--- config.mk ---
export PLATFORM = sky130hd
export DESIGN_NAME = serial_reg_port
export DESIGN_NICKNAME = d
export VERILOG_FILES = /design/src/rtl/serial_reg_port.sv
export SDC_FILE = /design/constraint.sdc
export NUM_CORES = 1
export LEC_CHECK = 0
export BUFFER_PORTS_ARGS = -buffer_cell sky130_fd_sc_hd__buf_2
export CELL_PAD_IN_SITES_DETAIL_PLACEMENT = 1
export CELL_PAD_IN_SITES_GLOBAL_PLACEMENT = 1
export CORE_MARGIN = 2
export CORE_UTILIZATION = 46
export CTS_CLUSTER_DIAMETER = 120
export DETAILED_ROUTE_END_ITERATION = 7
export PLACE_DENSITY_LB_ADDON = 0.1
export SYNTH_ARGS = -nofsm -noshare
export SYNTH_HDL_FRONTEND = slang
export SYNTH_SLANG_ARGS = --single-unit
export TNS_END_PERCENT = 10
--- constraint.sdc ---
create_clock -name clk -period 2.7 [get_ports clk]
set_input_delay 0.405 -clock clk [delete_from_list [all_inputs] [get_ports clk]]
set_output_delay 0.405 -clock clk [all_outputs]
set_load 0.02 [all_outputs]
--- src/rtl/serial_reg_port.sv ---
module serial_reg_port #(
  parameter int AW = 5,
  parameter int DW = 8,
  parameter int MCLK_LIMIT = 64,
  parameter logic [1:0] CHIP_ID = 2'b11,
  parameter logic [DW-1:0] DEF_XOR = 8'h5A
) (
  input  logic clk,
  input  logic pdn_n,
  input  logic mclk,
  input  logic mode_3w,
  input  logic cs_n,
  input  logic sclk,
  input  logic sdi,
  output logic sdo,
  output logic sdo_oe,
  output logic [(1<<AW)*DW-1:0] regs_flat
);
  localparam int NREG = 1 << AW;
  localparam int HW = 3 + AW;
  localparam int FW = HW + DW;
  localparam int CW = $clog2(FW + 1);
  localparam int MW = $clog2(MCLK_LIMIT + 1);

  function automatic logic [DW-1:0] dflt(input int i);
    return DW'(i * 8) ^ DEF_XOR;
  endfunction

  logic [1:0] cs_q, sdi_q;
  logic [2:0] sck_q, mck_q;
  logic [FW-2:0] sh;
  logic [CW-1:0] bitcnt;
  logic [MW-1:0] mcnt;
  logic [DW-1:0] rsh;
  logic rd_act, oe_q, sdo_q;
  logic [DW-1:0] regs [NREG];

  always_ff @(posedge clk or negedge pdn_n)
    if (!pdn_n) begin
      cs_q  <= 2'b11;
      sdi_q <= '0;
      sck_q <= '0;
      mck_q <= '0;
    end else begin
      cs_q  <= {cs_q[0], cs_n};
      sdi_q <= {sdi_q[0], sdi};
      sck_q <= {sck_q[1:0], sclk};
      mck_q <= {mck_q[1:0], mclk};
    end

  wire cs_s     = cs_q[1];
  wire sck_rise = sck_q[1] & ~sck_q[2];
  wire sck_fall = ~sck_q[1] & sck_q[2];
  wire mck_edge = mck_q[1] ^ mck_q[2];
  wire [FW-1:0] word = {sh, sdi_q[1]};

  always_ff @(posedge clk or negedge pdn_n)
    if (!pdn_n) mcnt <= MW'(MCLK_LIMIT);
    else if (mck_edge) mcnt <= '0;
    else if (mcnt != MW'(MCLK_LIMIT)) mcnt <= mcnt + 1'b1;

  wire mclk_ok = (mcnt != MW'(MCLK_LIMIT));

  wire hdr_rd = (word[HW-1 -: 2] == CHIP_ID) && !word[AW] && !mode_3w;
  wire wr_en  = !cs_s && sck_rise && (bitcnt == CW'(FW-1)) &&
                (word[FW-1 -: 2] == CHIP_ID) && word[DW+AW] && mclk_ok;

  always_ff @(posedge clk or negedge pdn_n)
    if (!pdn_n) begin
      sh     <= '0;
      bitcnt <= '0;
      rd_act <= 1'b0;
      oe_q   <= 1'b0;
      sdo_q  <= 1'b0;
      rsh    <= '0;
    end else if (cs_s) begin
      bitcnt <= '0;
      rd_act <= 1'b0;
      oe_q   <= 1'b0;
    end else begin
      if (sck_rise && bitcnt != CW'(FW)) begin
        sh     <= word[FW-2:0];
        bitcnt <= bitcnt + 1'b1;
        if (bitcnt == CW'(HW-1) && hdr_rd) begin
          rd_act <= 1'b1;
          rsh    <= regs[word[AW-1:0]];
        end
      end
      if (sck_fall && rd_act && bitcnt >= CW'(HW) && bitcnt < CW'(FW)) begin
        sdo_q <= rsh[DW-1];
        rsh   <= {rsh[DW-2:0], 1'b0};
        oe_q  <= 1'b1;
      end
      if (mode_3w) begin
        rd_act <= 1'b0;
        oe_q   <= 1'b0;
      end
    end

  always_ff @(posedge clk or negedge pdn_n)
    if (!pdn_n) begin
      for (int i = 0; i < NREG; i++) regs[i] <= dflt(i);
    end else if (wr_en) begin
      regs[word[DW +: AW]] <= word[DW-1:0];
    end

  assign sdo_oe = oe_q;
  assign sdo    = oe_q & sdo_q;

  for (genvar g = 0; g < NREG; g++) begin : g_flat
    assign regs_flat[g*DW +: DW] = regs[g];
  end
endmodule


==> flow_metrics.py <==
metrics = {
    "run_status": {
        "outcome": "finished, final reports clean",
    },
    "pwr": {
        "comb_power_share": 0.122,
        "clkPwrFrac": 0.440,
        "seqPwrFrac": 0.438,
        "leakage_nw": 8.81,
        "cellPowerDensity_mw_per_mm2": 619,
        "swShare": 0.270,
        "p_int_mw": 7.94,
        "ir_drop_v": 0.000459,
        "p_sw_mw": 2.94,
    },
    "timing": {
        "finalSetupTns_ps": 0,
        "finalMaxSlewViolations": 0,
        "worst_slack_ps": 125,
        "hold_violations": 0,
        "fin_skew_ps": 20.8,
        "fin_crit_sh": 0.954,
        "setup_violations": 0,
        "fmax_ghz": 0.388,
        "min_period_ps": 2570,
        "tightestPinTransition_ps": 874,
        "relSlewSlack": 0.417,
    },
    "floorplan": {
        "die_h_um": 179,
        "coreArea_sq_mm": 0.0299,
        "pin_count": 265,
        "start_util": 0.470,
        "dieArea_sq_mm": 0.0320,
        "die_x_um": 179,
        "rows": 63,
    },
    "detailed_routing": {
        "wl_per_cell_um": 26.1,
        "drtPass1Iterations": 6,
        "drc": 0,
        "drt_iter0_markers": 605,
        "via_per_inst": 5.80,
        "routed_wirelength_um": 43000,
        "antenna_left": 0,
        "vias": 9579,
    },
    "final_layout": {
        "nets": 1246,
        "instances_no_fill": 1651,
        "final_cell_mix": "mux2_2 (272), buf_2 (263), dfrtp_1 (186), dfstp_2 (115), buf_4 (56)",
        "n_antenna_cell": 0,
        "drive_above_1_share": 0.673,
        "final_common_cell": "mux2_2",
        "area_growth_pct": 25.0,
        "postLayoutCoreUtil": 0.588,
        "fin_area_sq_mm": 0.0176,
    },
    "min_path": {
        "min_from": "mode_3w",
        "hold_path_class": "input port to register",
        "hold_depth": 2,
        "hold_end": "rd_act",
    },
    "cts": {
        "cts_root_buf": "clkbuf_16",
        "clock_sinks": 304,
        "clk_latency_ps": 520,
        "numCtsBuffers": 35,
        "clkTransAtPathRegs_ps": 60,
        "cts_buffer_depth": 3,
        "tritoncts": "yes",
        "h-tree-depth": 2,
    },
    "worst_setup_path": {
        "slowest_stage": "dfrtp_1",
        "cp_max_fo": 8,
        "crit_chain": "ha_1, and3_1, ha_1, nand4_1, nor3_4, buf_12, nand4_1, nor3_2, buf_4, mux2_2",
        "max_stage_delay_ps": 420,
        "rr_worst_depth": 10,
        "crit_start": "bitcnt[0]",
        "critical_path_arrival_ps": 2970,
        "criticalPathCategory": "register to register",
        "r2r_start": "bitcnt[0]",
        "startpoint_type": "register",
        "rrSetupSlack_ps": 130,
        "r2r-end": "regs_flat[160]",
        "cp.required_ps": 3090,
        "cp-end-kind": "register",
    },
    "logic_synthesis": {
        "synth.top_cell.area_share": 0.337,
        "ys_seq_area_frac": 0.552,
        "netlist_area_sq_mm": 0.0141,
        "synth-seq-cells": 304,
        "synth_edf_count": 0,
        "synth_area_leaders": "dfrtp_1 (34%), mux2_2 (22%), dfstp_2 (21%)",
        "synth_fp_nets": 932,
        "yosysWarnings": 0,
        "async_flop_share": 1.00,
        "synth_cell_type_count": 54,
        "synth_top_cell_by_area": "dfrtp_1",
        "syn_inst": 920,
        "synthFlopType": "dfrtp_1",
        "synth.avg_cell_area_sq_um": 15.3,
    },
    "placement": {
        "dp_hpwl_um": 30500,
        "io_buffers": 264,
        "dp.cells": 1578,
        "gp_congestion": 0.807,
        "placedInstanceArea_sq_mm": 0.0163,
        "place_ws_ps": 133,
    },
    "grt": {
        "grtUsageTotal": 0.271,
        "grt_pass1_wl_um": 63800,
        "grt_max_degree": 77,
        "grt_pass1_vias": 9972,
        "grt-ovfl-total": 0,
        "antenna_found_initial": 1,
    },
    "job": {
        "maxCapViolations": 0,
    },
}
[cells by family after synthesis]
| kind of cell | count (synthesis) | synth area share |
|---|---|---|
| multiplexers | 345 | 0.338 |
| flip-flops | 304 | 0.552 |
| AND/OR/NAND/NOR | 145 | 0.0564 |
| buffers and inverters | 74 | 0.0253 |
| AO/OA/AOI/OAI | 38 | 0.0187 |
| XOR/XNOR | 9 | 0.00561 |
| adder cells (fa/ha/maj) | 5 | 0.00445 |
[through the flow]
step	hold WS (ps)	power, mW
after CTS	1.51	11.0
after floorplan	109	5.55
after detailed placement	337	6.15
after global placement	332	6.15
final	112	10.9
after global routing	104	11.3
[Yosys cell counts (7+ instances only)]
library cell	count
a21oi_1	7
a22oi_1	7
buf_2	12
clkbuf_1	43
dfrtp_1	189
dfstp_2	115
inv_1	8
mux2_2	272
mux4_1	25
mux4_2	44
nand2_1	30
nand2b_1	8
nand3_1	9
nand4_1	10
nor2_1	30
nor2_2	12
nor2b_1	9
nor3_1	7
[critical path, delay by kind of cell, from the launching register on]
| kind | cells | cell delay [ps] |
|---|---|---|
| muxes | 1 | 360 |
| DFF | 1 | 420 |
| and+or+nand+nor | 5 | 950 |
| buffers and inverters | 2 | 380 |
| adders and majority gates | 2 | 340 |
[power groups by stage]
| stage | combinational (mW) | clock [mW] | sequential (mW) |
|---|---|---|---|
| after floorplan | 0.800 | 0 | 4.75 |
| after global placement | 1.31 | 0 | 4.84 |
| after detailed placement | 1.31 | 0 | 4.84 |
| after CTS | 1.33 | 4.88 | 4.77 |
| after global routing | 1.42 | 5.08 | 4.78 |
| final | 1.33 | 4.78 | 4.77 |
[layer usage]
layer	global-route usage	routed length (um)	vias to the layer above
met4	0.0732	1120	0
met5	0	0	-
met3	0.0583	2590	66
met2	0.442	20900	310
li1	-	-	4061
met1	0.370	18400	5142
[final cells by class]
type                       instances  area (sq um)
clock buffer                      54          1050
clock inverter                    10           124
fill                            2942         12300
inverter                           9          33.8
multi-input combinational        542          5970
sequential                       304          7760
tap                              390           488
timing repair buffer             342          2140
[flip-flops by register name, indices dropped and copies added, names as in the netlist]
register   count
sh            15
regs_flat    256
bitcnt         5
sdi_q          2
mcnt           7
rsh            8
sdo_oe         1
rd_act         1
mck_q          3
sck_q          3
sdo_q          1
cs_q           2
[how the worst max path moves through the flow]
stage	to	slack [ps]	cells after the start
3_3_place_gp	regs_flat[42]	200	8
4_1_cts	regs_flat[252]	90	9
3_5_place_dp	regs_flat[162]	130	9
5_1_grt	regs_flat[160]	-30	10
6_report	regs_flat[160]	130	10
2_1_floorplan	regs_flat[128]	360	8
[timing repair]
item                       in CTS  in global routing
setup endpoints to repair       0                115
hold buffers                    4                  1
buffers inserted                0                  4
hold endpoints to repair       49                  1
resized for setup               0                  4
Power figures use the tool's default switching activity.
